`src/rtl/sxt_pkg.sv`:
```
package sxt_pkg;

  // Fixed fields of the operation encoding.
  localparam logic [7:0] HDR_TOP = 8'h04;
  localparam logic [2:0] HDR_MID = 3'b010;
  localparam logic [2:0] HDR_LOW = 3'b101;

  // Source sub-width selector.
  typedef enum logic [1:0] {
    SRC_B = 2'd0,
    SRC_H = 2'd1,
    SRC_W = 2'd2
  } src_w_e;

  // Decoded view of one instruction word.
  typedef struct packed {
    logic       legal;
    logic [1:0] size;
    src_w_e     src;
    logic [2:0] pg;
    logic [4:0] zn;
    logic [4:0] zd;
  } sxt_dec_t;

  // Side information carried alongside the result.
  typedef struct packed {
    logic       legal;
    logic [2:0] pg;
    logic [4:0] zn;
    logic [4:0] zd;
  } sxt_tag_t;

endpackage

```
`src/rtl/sxt_decode.sv`:
```
module sxt_decode
  import sxt_pkg::*;
(
  input  logic [31:0] insn,
  output sxt_dec_t    dec
);

  logic       hdr_ok;
  logic       var_ok;
  logic       size_ok;
  logic [1:0] size;
  src_w_e     src;

  assign size   = insn[23:22];
  assign hdr_ok = (insn[31:24] == HDR_TOP) &&
                  (insn[21:19] == HDR_MID) &&
                  (insn[15:13] == HDR_LOW);

  always_comb begin
    var_ok  = 1'b1;
    size_ok = 1'b0;
    src     = SRC_B;
    unique case (insn[18:16])
      3'b000: begin src = SRC_B; size_ok = (size != 2'd0); end
      3'b010: begin src = SRC_H; size_ok = size[1];        end
      3'b100: begin src = SRC_W; size_ok = (size == 2'd3); end
      default: var_ok = 1'b0;
    endcase
  end

  assign dec.legal = hdr_ok && var_ok && size_ok;
  assign dec.size  = size;
  assign dec.src   = src;
  assign dec.pg    = insn[12:10];
  assign dec.zn    = insn[9:5];
  assign dec.zd    = insn[4:0];

endmodule

```
`src/rtl/sxt_lane_array.sv`:
```
module sxt_lane_array
  import sxt_pkg::*;
#(
  parameter int VLEN = 256,
  parameter int EW   = 64,
  localparam int NE  = VLEN / EW
) (
  input  src_w_e            sel,
  input  logic [VLEN-1:0]   src,
  input  logic [VLEN-1:0]   dst,
  input  logic [NE-1:0]     pact,
  output logic [VLEN-1:0]   res
);

  // Sub-widths clipped to the element width so narrow lanes stay legal.
  localparam int SH = (EW < 16) ? EW : 16;
  localparam int SW = (EW < 32) ? EW : 32;

  for (genvar e = 0; e < NE; e++) begin : g_lane
    localparam int LO = e * EW;
    logic [EW-1:0] el;
    logic [EW-1:0] ext;
    logic          unused_el;

    assign el        = src[LO +: EW];
    assign unused_el = ^el;

    always_comb begin
      unique case (sel)
        SRC_B:   ext = EW'(signed'(el[7:0]));
        SRC_H:   ext = EW'(signed'(el[SH-1:0]));
        default: ext = EW'(signed'(el[SW-1:0]));
      endcase
    end

    assign res[LO +: EW] = pact[e] ? ext : dst[LO +: EW];
  end

endmodule

```
`src/rtl/sxt_out_stage.sv`:
```
module sxt_out_stage #(
  parameter int W = 64
) (
  input  logic         clk,
  input  logic         rst_n,
  input  logic         in_valid,
  output logic         in_ready,
  input  logic [W-1:0] in_data,
  output logic         out_valid,
  input  logic         out_ready,
  output logic [W-1:0] out_data
);

  logic take;

  assign in_ready = !out_valid || out_ready;
  assign take     = in_valid && in_ready;

  always_ff @(posedge clk or negedge rst_n) begin
    if (!rst_n) begin
      out_valid <= 1'b0;
      out_data  <= '0;
    end else begin
      if (take) begin
        out_valid <= 1'b1;
        out_data  <= in_data;
      end else if (out_ready) begin
        out_valid <= 1'b0;
      end
    end
  end

endmodule

```
`src/rtl/sxt_core.sv`:
```
module sxt_core
  import sxt_pkg::*;
#(
  parameter int VLEN = 256,
  localparam int NB  = VLEN / 8
) (
  input  logic            clk,
  input  logic            rst_n,
  input  logic            in_valid,
  output logic            in_ready,
  input  logic [31:0]     in_insn,
  input  logic [VLEN-1:0] in_src,
  input  logic [VLEN-1:0] in_dst,
  input  logic [NB-1:0]   in_pred,
  output logic            out_valid,
  input  logic            out_ready,
  output logic [VLEN-1:0] out_result,
  output logic            out_undef,
  output logic            out_wen,
  output logic [2:0]      out_pg,
  output logic [4:0]      out_zn,
  output logic [4:0]      out_zd
);

  localparam int TW = $bits(sxt_tag_t);
  localparam int PW = VLEN + TW;

  sxt_dec_t        dec;
  logic            dec_legal;
  logic [VLEN-1:0] lane_res [4];
  logic [VLEN-1:0] exec_res;
  sxt_tag_t        tag_in;
  sxt_tag_t        tag_out;
  logic [PW-1:0]   pay_in;
  logic [PW-1:0]   pay_out;
  logic            unused_pred;

  sxt_decode u_dec (
    .insn (in_insn),
    .dec  (dec)
  );

  assign dec_legal   = dec.legal;
  assign unused_pred = ^in_pred;

  // Byte-wide elements never have a legal encoding: pass the old value.
  assign lane_res[0] = in_dst;

  for (genvar gi = 1; gi < 4; gi++) begin : g_width
    localparam int EW   = 8 << gi;
    localparam int NE   = VLEN / EW;
    localparam int STEP = EW / 8;
    logic [NE-1:0] pact;

    for (genvar e = 0; e < NE; e++) begin : g_pick
      assign pact[e] = in_pred[e * STEP];
    end

    sxt_lane_array #(
      .VLEN (VLEN),
      .EW   (EW)
    ) u_lanes (
      .sel  (dec.src),
      .src  (in_src),
      .dst  (in_dst),
      .pact (pact),
      .res  (lane_res[gi])
    );
  end

  assign exec_res = dec.legal ? lane_res[dec.size] : in_dst;

  assign tag_in.legal = dec.legal;
  assign tag_in.pg    = dec.pg;
  assign tag_in.zn    = dec.zn;
  assign tag_in.zd    = dec.zd;
  assign pay_in       = {exec_res, tag_in};

  sxt_out_stage #(
    .W (PW)
  ) u_stage (
    .clk       (clk),
    .rst_n     (rst_n),
    .in_valid  (in_valid),
    .in_ready  (in_ready),
    .in_data   (pay_in),
    .out_valid (out_valid),
    .out_ready (out_ready),
    .out_data  (pay_out)
  );

  assign tag_out    = pay_out[TW-1:0];
  assign out_result = pay_out[PW-1:TW];
  assign out_undef  = !tag_out.legal;
  assign out_wen    = tag_out.legal;
  assign out_pg     = tag_out.pg;
  assign out_zn     = tag_out.zn;
  assign out_zd     = tag_out.zd;

endmodule

```
`config.mk`:
```
export PLATFORM = sky130hd
export DESIGN_NAME = sxt_core
export DESIGN_NICKNAME = d
export VERILOG_FILES = /design/src/rtl/sxt_pkg.sv /design/src/rtl/sxt_decode.sv /design/src/rtl/sxt_lane_array.sv /design/src/rtl/sxt_out_stage.sv /design/src/rtl/sxt_core.sv
export SDC_FILE = /design/constraint.sdc
export NUM_CORES = 1
export LEC_CHECK = 0
export BUFFER_PORTS_ARGS = -buffer_cell sky130_fd_sc_hd__buf_2
export CAP_MARGIN = 15
export CELL_PAD_IN_SITES_DETAIL_PLACEMENT = 1
export CELL_PAD_IN_SITES_GLOBAL_PLACEMENT = 1
export CORE_AREA = 2 2 331 333
export CTS_CLUSTER_DIAMETER = 30
export DETAILED_ROUTE_END_ITERATION = 12
export DIE_AREA = 0 0 333 335
export PLACE_DENSITY_LB_ADDON = 0.1
export SKIP_CTS_REPAIR_TIMING = 1
export SLEW_MARGIN = 40
export SYNTH_ARGS = -nofsm -noshare
export SYNTH_HDL_FRONTEND = slang
export SYNTH_SLANG_ARGS = --single-unit
```
`constraint.sdc`:
```
create_clock -name clk -period 3.59 [get_ports clk]
set_clock_uncertainty 0.2 [all_clocks]
set_input_delay 0.359 -clock clk [delete_from_list [all_inputs] [get_ports clk]]
set_output_delay 0.359 -clock clk [all_outputs]
set_load 0.02 [all_outputs]
```
# [Word level (Yosys, flattened, before mapping)]
# Index checks and enable logic that the tools add are counted.
[word_totals] regBits=271 output_inout_bits=273 input_bits=580 wordCells=89
[op_classes] n_reduce_logical=13 bitwise_logic=1 n_eq_ne=7 magnitude_cmp=1 n_mux=65
[ops] operator="$mux 256" n=3
[ops] operator="$bmux 256 s2" n=1
[ops] operator="$mux 16" n=32
[ops] operator="$pmux 32 s2" n=8
[ops] operator="$pmux 64 s2" n=4
[ops] operator="$mux 32" n=8
[ops] operator="$mux 64" n=4
[ops] operator="$eq 8x3->1 const B" n=1
[ops] operator="$eq 3x2->1 const B" n=2
[ops] operator="$eq 3x3->1 const B" n=2
[ops] operator="$logic_and 1x1->1" n=5
[ops] operator="$pmux 2 s2" n=1
[ops] operator="$reduce_bool 2->1" n=2
[ops] operator="$ge 3x3->1 const B" n=1
[ops] operator="$logic_not 3->1" n=1
[ops] operator="$mux 1" n=3
[ops] operator="$not 2->3" n=1
[ops] operator="$pmux 1 s3" n=1
[ops] operator="$reduce_or 3->1" n=1
[ops] operator="$eq 2x1->1 const B" n=1
[ops] operator="$eq 2x2->1 const B" n=1
[ops] operator="$logic_not 1->1" n=2
[ops] operator="$logic_not 2->1" n=1
[ops] operator="$logic_or 1x1->1" n=1

# [Depth between registers and ports, before layout]
# Gate-level depths: netlist (run 1).
[depth] depth_word=9 ltp_mapped=10 ltp_nobuf=5

# [Cells and area by module]
# Synthesis (run 1) repeated with hierarchy kept, for this count alone.
[hier_totals] cells_unflattened=3808 hier_area_um2=33370.8
[modules_own_cells] module="sxt_out_stage" area_per_inst_um2=10881.7 cells_each=573 seq_area_each_um2=6781.5 instances=1
[modules_own_cells] module="sxt_core" area_per_inst_um2=10168.5 cells_each=1481 seq_area_each_um2=0.0 instances=1
[modules_own_cells] module="sxt_lane_array at g_width[2].u_lanes" area_per_inst_um2=4863.4 cells_each=706 seq_area_each_um2=0.0 instances=1
[modules_own_cells] module="sxt_lane_array at g_width[1].u_lanes" area_per_inst_um2=4070.2 cells_each=465 seq_area_each_um2=0.0 instances=1
[modules_own_cells] module="sxt_lane_array at g_width[3].u_lanes" area_per_inst_um2=3190.6 cells_each=556 seq_area_each_um2=0.0 instances=1
[modules_own_cells] module="sxt_decode" area_per_inst_um2=196.4 cells_each=27 seq_area_each_um2=0.0 instances=1

# [Least setup slack after synthesis (run 1)]
# Ideal clock, no wire load.
[synth_timing] kind="input to register" from="input port in_insn[28]" to="register u_stage.out_data[119]" t_required_ns=3.266 n_path_buf=1 arrival_ns=2.190 cell_stages=6 setup_ns=0.124 slack_ns=1.077 cell_sequence="or4b_1 -> a211o_1 -> nor2_2 -> nand2_2 -> buf_2 -> o31a_1"
[synth_via] elab_chain_len=6
[synth_lines] element="start: declaration" line_no="sxt_core.sv:11" source="input logic [31:0] in_insn,"
[synth_lines] element="$eq 8x3->1" line_no="sxt_decode.sv:15" source="assign hdr_ok = (insn[31:24] == HDR_TOP) &&"
[synth_lines] element="$logic_and 1x1->1" line_no="sxt_decode.sv:15"
[synth_lines] element="$logic_and 1x1->1" line_no="sxt_decode.sv:16" source="(insn[21:19] == HDR_MID) &&"
[synth_lines] element="$logic_and 1x1->1 (2 in series)" line_no="sxt_decode.sv:31" source="assign dec.legal = hdr_ok && var_ok && size_ok;"
[synth_lines] element="$mux 256" line_no="sxt_core.sv:71" source="assign exec_res = dec.legal ? lane_res[dec.size] : in_dst;"
[synth_lines] element="end signal: assignment" line_no="sxt_out_stage.sv:26" source="out_data <= in_data;"
[synth_lines] element="end: declaration" line_no="sxt_out_stage.sv:11" source="output logic [W-1:0] out_data"
# Every way passes these cells.
# A chain may end at the register's enable or synchronous reset.

# [Final worst setup path (run 1)]
[layout_timing] from="input port in_insn[18]" to="register u_stage.out_data[264]"
[layout_via] elab_chain_len=9 word_cells_on_any_way=21 cone_classes="3 x eq/ne; 13 x mux; 5 x reduce/logical"
[layout_lines] element="$eq 3x3->1 / $eq 3x2->1 (equally long branches)" line_no="sxt_decode.sv:23" source="unique case (insn[18:16])"
[layout_lines] element="$pmux 2 s2" line_no="sxt_decode.sv:23"
[layout_lines] element="$eq 2x1->1 / $logic_not 2->1 (equally long branches)" line_no="sxt_lane_array.sv:29" source="unique case (sel)"
[layout_lines] element="$pmux 64 s2, or another cell as far along" line_no="sxt_lane_array.sv:29"
[layout_lines] element="$mux 64, or another cell as far along" line_no="sxt_lane_array.sv:36" source="assign res[LO +: EW] = pact[e] ? ext : dst[LO +: EW];"
[layout_lines] element="$bmux 256 s2" line_no="sxt_core.sv:71"
[layout_lines] element="$mux 256 (not written as such) (2 in series)" line_no="sxt_core.sv:71"
[layout_lines] element="$mux 256 (*)" line_no="sxt_core.sv:71"
# Every way passes the cells marked *; elsewhere a longest branch is shown, timed or not. The select of a mux whose other input is x is not followed.

==> impl_results.md, run 1 <==
* Area share of the largest cell type after synthesis at between 30 and 40%
* Sequential share of power at 21.1%
* Clk pwr share at a little over half
* Clk slew on worst S/H paths at 0.04 ns
* Fmax at 293 MHz
* Arr. time, crit path at between 3 and 4 ns
* Fin. max-slew vios at 0
* DPL Wire Length at between 90,000 and 100,000 um
* CP max stage delay at ~0.73 ns
* Final hold vios at 26
* Syn Inst Count at about 2,700
* Die X at around 330 um
* Post-synth EDFFs at 0
* DRT Pass-1 Iters at 7
* CTS H-Tree Depth at 3
* Unrepaired setup endpoints after global routing: no
* # DRC at 0
* Compound-Gate Fraction of Synth Area at between 30% and 40%
* Critical-path top delay cell: or3b_2
* Synth unique cells at 72
* Initial Util at 19.2%
* Share of layout cells above drive strength 1 at about 29%
* Switching power at 5440 uW
* Ys flop type: dfrtp_1
* Critical Path Start Type: input port
* Worst vdd ir at approximately 0.00037 V
* # rows at between 100 and 150
* CP Class: input port to flop
* I/O pins at ~850
* Worst Path Max Fanout at 25
* Die Ht at ~340 um
* Mapped Area at approximately 21,000 um^2
* Crit share post-route at 95.1%
* Crit-path cells: buf_2, or3b_2, nor2_1, o21a_1, buf_4, a221o_1, dlygate4sd3_1, a31oi_1, dlygate4sd3_1
* Cell taking the most area after synthesis: dfrtp_1
* Post-synthesis adder-cell area fraction at 0%
* Area delta synth->final at 72.5%
* Crit path required time at around 4 ns
* Initial DRC count at ~1,300
* Mux cell area share after synthesis at between 4 and 5%
* Crit-path leading delay family: buffers and inverters
* Relative slew slack at 40.5%
* Port Buffers at 836
* Critical path capture point type: flop
* Synth area leaders: dfrtp_1 33%, nand2_1 7.6%, nor2_1 5.3%, o21ai_0 5.2%, a21oi_1 5.0%
* Root Driver: clkbuf_16
* Sw Share at between 30% and 40%
* Clock latency on the worst-skew pair at ~0.67 ns
* Maxcap violations at 0
* Setup_tns at 0 ns
* Status: finished, violations left
* Final ANT Viol Nets at 0
* Failing checks: hold timing
* Xor/xnor share of the synthesized area at less than 1%
* CP dominant cell by count: dlygate4sd3_1
* Die ar. at approximately 110,000 um^2
* Largest net degree at the start of global routing at around 150
* Synth warn at 0
* Total power draw at 17,600 uW
* Setup Viol. Count Final at 0
* Cells after DPL at between 4,000 and 5,000
* GPL Wtd Cong at 0.779
* Gr usage total at a little under a quarter
* Post-synth net total at approximately 3,300
* Fin crit period at about 3.4 ns
* Int Power at between 10,000 and 15,000 uW
* WL/cell at about 25 um
* Logic pwr share at between 20 and 25%
* Pleak at 0.0158 uW
* Top cells by count, synth: 419 x nand2_1, 291 x nor2_1, 271 x dfrtp_1
* Hold_ws at -0.0510 ns
* Top-count cell post-synth: nand2_1
* Via/cell ratio at between 4 and 5
* CTS tree: yes
* CTS Sinks at about 270
* Avg Inst Size Synth at 7.61 um^2
* Slew @ Worst Pin at 0.892 ns
* First-pass GRT wire length at 192,000 um
* Fin cells at 5,573
* FFs w/ async S/R, synth at 100%
* Num CTS Buffers at ~120
* Worst path bufs/invs at 4
* Core footprint at 108,000 um^2
* HP Class: input port to flop
* Routed via count at around 27,000
* Post-synthesis sequential area ratio at between 30% and 40%
* Number of synthesized register bits at 271
* Largest family of logic cells by synthesized area: compound AO/OA/AOI/OAI gates
* Power per cell area at around 490 nW/um^2
* Initial antenna violation count at 62
* Clock buffer depth at 3
* Vias in the first global route at around 27,000
* WL final at roughly 140,000 um
* Final nets at 4,619
* Overflow after GRT at 0
* Post-Synth Simple-Gate Area at 23.0%
[area by class of cell]
cell class | count | area (um^2)
fillers | 12990 | 72300
multi-input cells | 2186 | 13000
repair buffers | 1458 | 10400
flip-flops and latches | 271 | 6780
clock buffers | 187 | 3460
well taps | 1414 | 1770
clock inverters | 27 | 347
diodes | 24 | 60.1
inverters | 6 | 22.5
[kinds of logic after synthesis]
logic type / Yosys count
compound gates: 1053
xor+xnor: 2
buf+inv: 272
flops: 271
mux: 87
simple gates: 1044
[layout by cell type, fill, tap and decap left out, drive strengths merged, types with 48 or more instances in the layout]
master | synthesis | layout
nor2 | 293 | 293
a31oi | 48 | 48
nand2 | 420 | 420
dlygate4sd3 | 0 | 512
buf | 82 | 946
a211oi | 64 | 64
dfrtp | 271 | 271
mux2i | 72 | 72
clkbuf | 184 | 187
a21oi | 209 | 209
o211ai | 89 | 89
nand2b | 126 | 126
o31a | 71 | 71
o21ai | 237 | 237
[state kept, by name, indices dropped and copies added (netlist names)]
register,flops
u_stage.out_data,270
u_stage.out_valid,1
[routing by layer]
metal  wire (um)  track usage (%)
met1       56600             26.9
met2       68100             39.1
met3        9180             7.80
met4        3910             9.04
met5         373                0
[worst min-delay path, delay by kind of cell]
kind	cells	cell delay, ns
compound gates	3	0.33
buf+inv	1	0.09
[final timing paths]
kind | end | slack (ns) | from | depth (start not counted)
setup reg to reg | u_stage.out_data[132] | 0.52 | u_stage.out_valid | 7
max in group asynchronous | u_stage.out_data[191] | 2.31 | rst_n | 4
min in group asynchronous | u_stage.out_data[116] | 0.03 | rst_n | 2
hold reg to reg | u_stage.out_data[6] | 0.26 | u_stage.out_data[6] | 2
setup / recovery | u_stage.out_data[264] | 0.18 | in_insn[18] | 9
hold / removal | u_stage.out_data[42] | -0.05 | in_src[28] | 4
[power groups by stage]
stage | clock [uW] | sequential (uW) | combinational, uW
floorplan | 0 | 4210 | 1360
global placement | 0 | 3740 | 3610
detailed placement | 0 | 3740 | 3620
CTS | 9850 | 3700 | 3640
global route | 10000 | 3750 | 4620
finish | 9640 | 3710 | 4250
[per-stage QoR]
step	setup slack (ns)	utilization [%]	hold slack [ns]	instance area, um^2
2_1_floorplan	1.08	-	-0.137	20800
3_3_place_gp	0.459	24.8	0.143	26800
3_5_place_dp	0.434	24.8	0.148	26800
4_1_cts	1.11	28.3	-0.586	30600
5_1_grt	0.0613	33.1	0.00233	35800
6_report	0.177	33.1	-0.0510	35800
No activity file was read; power rests on OpenSTA's default activity.
==> inputs of run 2 (changes only) <==
SLEW_MARGIN = 20   (was 40)
SYNTH_HIERARCHICAL = 1   (was unset)
==> run 2 against run 1 <==
Compared with the run above:
- the flow still finishes with violations (hold timing)
- highest routed layer unchanged
- largest cell class unchanged
- sequential power rose by 4%
- power rose by 6.1%
- register-to-register slack improved by 0.97 ns
- synthesized cell count rose by 40%
==> impl_results.md, run 2 <==
* Failing checks: hold timing
* Post-synthesis sequential area ratio at 20.3% (-12 points)
* Final nets at 5,159 (+12%)
* Most common cell after layout, fill and taps aside: buf_2
* Fmax at 374 MHz (+28%)
* Die X at 333 um (unchanged)
* Vias in the first global route at 33,916 (+27%)
* Area share of the largest cell type after synthesis at 20.3% (-12 points)
* # rows at 121 (unchanged)
* Status: finished, violations left
* Largest regs: u_stage/out_data: 270 flops, u_stage/out_valid: 1 flops
* Area of the multi-input gates at 22,900 um^2 (+76%)
* WL met2 at 72,200 um (+6.1%)
* Metal-1 WL at 62,700 um (+11%)
* FFs w/ async S/R, synth at 100% (unchanged)
* GPL Wtd Cong at 0.816 (+4.8%)
* Routed via count at 34,606 (+26%)
* Total power draw at 18,700 uW (+6.1%)
* Area delta synth->final at 30.9%
* HP Class: input port to flop
* Largest net degree at the start of global routing at 190 (+23%)
* CP Class: input port to flop
* Post-synth net total at 4,388 (+33%)
* Worst Path Max Fanout at 15 (-40%)
* Clock buffer depth at 3 (unchanged)
* Cell taking the most area after synthesis: dfrtp_1
* Unrepaired setup endpoints after global routing: no
* Fillcell total at 12,733 (-2.0%)
* Die Ht at 335 um (unchanged)
* Setup_tns at 0 ns (unchanged)
* Synth unique cells at 49 (-32%)
* Max Used Layer: met5
* Maxcap violations at 0 (unchanged)
* Worst r2r path cells at 5 (-2)
* Critical Path Start Type: input port
* Ys flop type: dfrtp_1
* Avg Inst Size Synth at 8.76 um^2 (+15%)
* Syn Inst Count at 3,808 (+40%)
* Hold path cells at 4 (unchanged)
* Sequential share of power at 20.6% (-0.5 points)
* Flip-flop count of the largest register after layout at 270 (unchanged)
* Setup Viol. Count Final at 0 (unchanged)
* RR Endpoint: u_stage/out_data[102]
* WL final at 149,000 um (+7.6%)
* Hold_ws at -0.0355 ns (+0.0155 ns)
* Final ANT Viol Nets at 0 (unchanged)
* CTS Sinks at 271 (unchanged)
* R2r setup slk at 1.49 ns (+0.97 ns)
* Fin crit period at 2.68 ns (-0.738 ns)
* WL/cell at 24.2 um (-2.2%)
* Relative slew slack at 24.1% (-16 points)
* Post-synth EDFFs at 0 (unchanged)
* Via/cell ratio at 5.64 (+15%)
* Share of layout cells above drive strength 1 at 37.6% (+9.0 points)
* Crit share post-route at 74.5% (-21 points)
* I/O pins at 853 (unchanged)
* Initial antenna violation count at 88 (+42%)
* Port Buffers at 836 (unchanged)
* Core footprint at 108,000 um^2 (unchanged)
* Fin. max-slew vios at 0 (unchanged)
* Pleak at 0.0188 uW (+19%)
* Sw Share at 32.5% (+1.6 points)
* Critical path capture point type: flop
* Clk pwr share at 50.3% (-4.5 points)
* Most frequent cells in the layout: 830 x buf_2, 348 x o21ai_0, 329 x mux2_2, 319 x a21oi_1, 271 x dfrtp_1
* Power per cell area at 428 nW/um^2 (-13%)
* Initial Util at 30.9% (+12 points)
* Slew @ Worst Pin at 1.13 ns (+0.241 ns)
* Root Driver: clkbuf_16
* Crit path required time at 3.95 ns (about the same)
* Num CTS Buffers at 111 (-4.3%)
* Final hold vios at 37 (+42%)
* First-pass GRT wire length at 220,000 um (+15%)
* Hold wc startpoint: in_dst[117]
* Register area at 6780 um^2 (unchanged)
* # DRC at 0 (unchanged)
* Initial DRC count at 1,794 (+38%)
* Mapped Area at 33,400 um^2 (+61%)
* Gr usage total at 25.2% (+2.1 points)
* Clk slew on worst S/H paths at 0.04 ns (about the same)
* Number of synthesized register bits at 271 (unchanged)
* Worst r2r src: u_stage/out_valid
* Overflow after GRT at 0 (unchanged)
* Int Power at 12,600 uW (+3.6%)
* Top-count cell post-synth: o21ai_0
* Worst vdd ir at 0.000420 V (+15%)
* CTS tree: yes
* Synth area leaders: dfrtp_1 20%, mux2_2 11%, mux2_4 9.0%, mux2_1 7.5%, a311o_1 6.1%
* DPL Wire Length at 101,000 um (+5.7%)
* Clock latency on the worst-skew pair at 0.65 ns (-0.02 ns)
* Die ar. at 112,000 um^2 (unchanged)
* Biggest register: u_stage/out_data
* Met3 wire length at 8820 um (-4.0%)
* Hold endpoint: u_stage/out_data[131]
* CTS H-Tree Depth at 3 (unchanged)
* Arr. time, crit path at 3.04 ns (-0.73 ns)
* Switching power at 6080 uW (+12%)
* DRT Pass-1 Iters at 5 (-2)
* Logic pwr share at 29.0% (+4.8 points)
* Top cells by count, synth: 348 x o21ai_0, 329 x mux2_2, 319 x a21oi_1
* Synth warn at 6 (+6)
==> run 2: cell types whose count changed after synthesis, sizes merged, moves of 105 or more <==
cell | before | now
buf | 82 | 276
a311o | 1 | 207
o21ai | 237 | 389
nor2 | 293 | 34
o221ai | 23 | 128
o22ai | 33 | 255
nand2b | 126 | 14
nand3b | 2 | 255
mux2 | 15 | 753
inv | 6 | 266
nand2 | 420 | 3
nor2b | 34 | 207
a21oi | 209 | 319
==> run 2: power by group through the flow <==
stage               registers (uW)  clock network [uW]  logic [uW]
detailed placement            3880                   0        5300
floorplan                     4440                   0        2810
finish                        3850                9400        5430
global route                  3910                9800        5850
global placement              3880                   0        5250
CTS                           3860                9610        5330
==> run 2: cell type report <==
type	instances	share of cell area [%]
multi-input cells	2798	52.4
diodes	47	0.269
clock buffers	163	7.63
repair buffers	1131	16.9
inverters	266	2.30
clock inverters	43	0.985
flip-flops and latches	271	15.5
well taps	1414	4.05
==> run 2: how the worst max path moves through the flow <==
stage	start	to	slack, ns	depth (start not counted)
finish	in_insn[16]	u_stage/out_data[224]	0.91	10
global route	in_insn[16]	u_stage/out_data[224]	0.82	10
CTS	in_insn[16]	u_stage/out_data[224]	0.96	10
detailed placement	in_insn[16]	u_stage/out_data[224]	0.21	10
global placement	in_insn[16]	u_stage/out_data[222]	0.21	10
floorplan	in_insn[16]	u_stage/out_data[227]	0.33	11
==> run 2: stage by stage <==
step	worst slack (ns)	hold slack [ns]	cells	util (%)	instance area, um^2
4_1_cts	0.960	-0.503	5946	39.0	42200
3_3_place_gp	0.207	0.256	5740	35.5	38400
5_1_grt	0.825	0.000281	6119	40.4	43600
2_1_floorplan	0.331	-0.137	3808	-	33400
3_5_place_dp	0.208	0.252	5740	35.5	38400
6_report	0.915	-0.0355	6133	40.4	43700
==> run 2: worst max-delay path, cell delays in order <==
cell and delay [ns]:
buf_2 0.13, nor3b_2 0.29, buf_12 0.25, mux2_4 0.32, and3b_1 0.43, a311o_2 0.47
mux2_1 0.29, o22ai_1 0.12, a21oi_1 0.07, mux2_4 0.28
==> run 2: logic make-up after synthesis <==
| logic type | synth area share (%) |
|---|---|
| multiplexers | 28.2 |
| flip-flops | 20.3 |
| AND/OR/NAND/NOR | 13.6 |
| AO/OA/AOI/OAI | 26.5 |
| buffers and inverters | 11.3 |
==> run 2: metal layers <==
metal / global-route usage, % / up-vias
li1: - / 16086
met3: 6.57 / 276
met2: 42.4 / 873
met4: 10.0 / 60
met1: 30.6 / 17311
met5: 0 / -
==> inputs of run 3 (changes only) <==
ABC_AREA = 1   (was unset)
CORE_AREA = 2 2 334 336   (was 2 2 331 333)
DIE_AREA = 0 0 336 338   (was 0 0 333 335)
clock period = 2.8 ns   (was 3.59 ns; I/O delays follow)
==> run 3 against run 2 <==
Compared with the run above:
- the flow still finishes with violations (hold timing)
- final cell count up 61%
- sequential power increased by 27%
- register-to-register slack worse by 1.3 ns
- via count increased by 43%
- die area is 1.8% higher
- power rose by 30%
- non-clock buffer count up 252
- worst setup slack got worse by 0.81 ns
- clock-buffer cell count is 38 lower
- first-iteration DRC count up 67%
- critical path depth rose by 7
- wire length increased by 30%
- critical endpoint is now u_stage/out_data[39]
==> impl_results.md, run 3 <==
* Status: finished, violations left
* Failing checks: hold timing
* Gr usage total at 32.0% (+6.7 points)
* Final ANT Viol Nets at 0 (unchanged)
* Pleak at 0.0308 uW (+64%)
* Final nets at 8,827 (+71%)
* Port Buffers at 836 (unchanged)
* Register area at 6780 um^2 (unchanged)
* CTS tree: yes
* Post-synth EDFFs at 0 (unchanged)
* Sw Share at 36.1% (+3.6 points)
* Worst r2r src: u_stage/out_valid
* DRT Pass-1 Iters at 5 (unchanged)
* Fillcell total at 15,889 (+25%)
* Sequential share of power at 20.0% (-0.6 points)
* Top cells by count, synth: 4,444 x nand2_1, 734 x inv_1, 727 x nand3_1
* Cell taking the most area after synthesis: nand2_1
* # rows at 122 (+0.83%)
* Area delta synth->final at 35.9%
* Fin. max-slew vios at 0 (unchanged)
* Die X at 336 um (+0.90%)
* Crit share post-route at roughly 96%
* Post-route cell area at 48,900 um^2 (+12%)
* Post-synthesis sequential area ratio at 18.9% (-1.5 points)
* Final worst slack at 0.105 ns (-0.810 ns)
* Critical path capture point type: flop
* Most frequent cells in the layout: 4,444 x nand2_1, 832 x buf_2, 734 x inv_1, 727 x nand3_1, 313 x dlygate4sd3_1
* Overflow after GRT at 0 (unchanged)
* Synth warn at 6 (unchanged)
* Ys flop type: dfrtp_1
* Area of the multi-input gates at 23,600 um^2 (+3.1%)
* Via/cell ratio at 5.02 (-11%)
* Switching power at 8790 uW (+45%)
* First-pass GRT wire length at 283,000 um (+29%)
* Synth area leaders: nand2_1 46%, dfrtp_1 19%, nand3_1 10%, inv_1 7.7%, buf_2 3.8%
* Crit path to: u_stage/out_data[39]
* Post-synth net total at 7,863 (+79%)
* Clk pwr share at 48.8% (-1.5 points)
* Initial Util at 32.7% (+1.8 points)
* WL final at 193,000 um (+30%)
* Num CTS Buffers at 99 (-11%)
* Finished Core Util at 44.4% (+4.0 points)
* Top-count cell post-synth: nand2_1
* Fmax at 371 MHz
* Final hold vios at 27 (-27%)
* Area share of the largest cell type after synthesis at 46.4% (+26 points)
* Critical-path top delay cell: dlygate4sd3_1
* Largest net degree at the start of global routing at 130 (-32%)
* CTS H-Tree Depth at 3 (unchanged)
* GPL Wtd Cong at 0.868 (+6.4%)
* Number of synthesized register bits at 271 (unchanged)
* Flip-flop count of the largest register after layout at 270 (unchanged)
* Unrepaired setup endpoints after global routing: no
* Biggest register: u_stage/out_data
* Largest regs: u_stage/out_data: 270 flops, u_stage/out_valid: 1 flops
* CTS Sinks at 271 (unchanged)
* Maxcap violations at 0 (unchanged)
* Power per cell area at 499 nW/um^2 (+17%)
* CP Class: input port to flop
* Hold_ws at -0.0521 ns (-0.0166 ns)
* Most common cell after layout, fill and taps aside: nand2_1
* Root Driver: clkbuf_16
* WL/cell at 19.5 um (-19%)
* Setup Viol. Count Final at 0 (unchanged)
* # DRC at 0 (unchanged)
* Pre-CTS WS at -0.00226 ns (-0.210 ns)
* Clock buffer depth at 3 (unchanged)
* CP dominant cell by count: nand2_1
* HP Class: input port to flop
* Relative slew slack at 41.5% (+17 points)
* Synth unique cells at 28 (-43%)
* Int Power at 15,600 uW (+23%)
* Share of layout cells above drive strength 1 at 17.8% (-20 points)
* DPL Wire Length at 131,000 um (+30%)
* Mapped Area at 36,000 um^2 (+7.8%)
* Arr. time, crit path at 3.11 ns (+0.07 ns)
* Worst Path Max Fanout at 16 (+1)
* CP max stage delay at 0.61 ns (+0.14 ns)
* Slew @ Worst Pin at 0.877 ns (-0.256 ns)
* Crit-path cells: buf_2, nor3_2, buf_12, buf_4, nor2_8, nand2_1, buf_4, nand2_1, nand2_1, nand2_1, nand2_1, nand2_1, nand2_1, nand2_1, nand3_1, dlygate4sd3_1, nand2_1
* Routed via count at 49,573 (+43%)
* Fin cells at 9,880 (+61%)
* Clk slew on worst S/H paths at 0.05 ns (about the same)
* Initial antenna violation count at 89 (+1.1%)
* R2r setup slk at 0.17 ns (-1.32 ns)
* Fin crit period at between 2 and 3 ns
* Core footprint at 110,000 um^2 (+1.8%)
* Worst r2r path cells at 6 (+1)
* Vias in the first global route at 47,342 (+40%)
* Die ar. at 114,000 um^2 (+1.8%)
* Die Ht at 338 um (+0.90%)
* Placed cell area at 42,000 um^2 (+9.4%)
* Worst vdd ir at 0.000454 V (+8.2%)
* RR Endpoint: u_stage/out_data[68]
* Critical Path Start Type: input port
* Crit path required time at 3.21 ns (-0.74 ns)
* Syn Inst Count at 7,283 (+91%)
* Avg Inst Size Synth at 4.94 um^2 (-44%)
* I/O pins at 853 (unchanged)
* Initial DRC count at 2,999 (+67%)
* Cells after DPL at 9,321 (+62%)
* Clock latency on the worst-skew pair at 0.67 ns (+0.02 ns)
* Critical path origin: in_insn[16]
* FFs w/ async S/R, synth at 100% (unchanged)
* Logic pwr share at 31.2% (+2.2 points)
==> run 3: cell count changes in the layout (fill, tap and decap cells not counted), sizes merged, moves of 254 or more <==
| cell | before | now |
|---|---|---|
| nand2 | 3 | 4465 |
| mux2 | 753 | 0 |
| nand3 | 128 | 731 |
| inv | 268 | 746 |
| o22ai | 255 | 0 |
| nand3b | 255 | 1 |
==> run 3: worst min path at each step <==
stage | from | slack [ns] | depth (start not counted) | end
6_report | in_src[182] | -0.05 | 9 | u_stage/out_data[196]
5_1_grt | in_src[182] | 0.007 | 9 | u_stage/out_data[196]
4_1_cts | rst_n | -0.63 | 1 | u_stage/out_data[196]
3_5_place_dp | rst_n | 0.1 | 1 | u_stage/out_data[196]
3_3_place_gp | rst_n | 0.10 | 1 | u_stage/out_data[196]
2_1_floorplan | rst_n | -0.22 | 0 | u_stage/out_data[0]
==> run 3: per-layer routing <==
layer / vias to the layer above / track usage (%) / share of wire, %
li1: 23814 / - / -
met4: 50 / 15.8 / 4.2
met1: 23847 / 39.2 / 42
met2: 1446 / 53.5 / 48
met3: 416 / 6.16 / 6.0
met5: - / 0 / 0.18
==> run 3: cell type report <==
class | count | share of cell area, %
clock buffers | 125 | 5.68
multi-input cells | 5749 | 48.3
diodes | 60 | 0.307
flip-flops and latches | 271 | 13.9
clock inverters | 61 | 1.64
well taps | 1488 | 3.81
inverters | 743 | 5.73
repair buffers | 1383 | 20.7
==> run 3: cell families after synthesis <==
family	synth area share, %
DFF	18.9
AOI/OAI and AO/OA	4.87
buffers and inverters	15.7
and+or+nand+nor	60.6
==> run 3: power groups by stage <==
| stage | sequential (uW) | clock, uW | combinational (uW) |
|---|---|---|---|
| floorplan | 5470 | 0 | 3700 |
| global route | 4920 | 12300 | 8440 |
| global placement | 4900 | 0 | 6950 |
| CTS | 4860 | 12000 | 7180 |
| detailed placement | 4890 | 0 | 7120 |
| finish | 4880 | 11900 | 7600 |
==> run 3: critical path, delay by kind of cell <==
family        cells  cell delay, ns
simple gates     12            1.50
buf+inv           5            1.30
==> run 3: metrics by stage <==
stage	hold slack, ns	power, uW	TNS [ns]
after floorplan	-0.216	9170	0
after global placement	0.103	11800	0
after detailed placement	0.0988	12000	-0.00226
after CTS	-0.635	24000	0
after global routing	0.00726	25600	0
final	-0.0521	24400	0
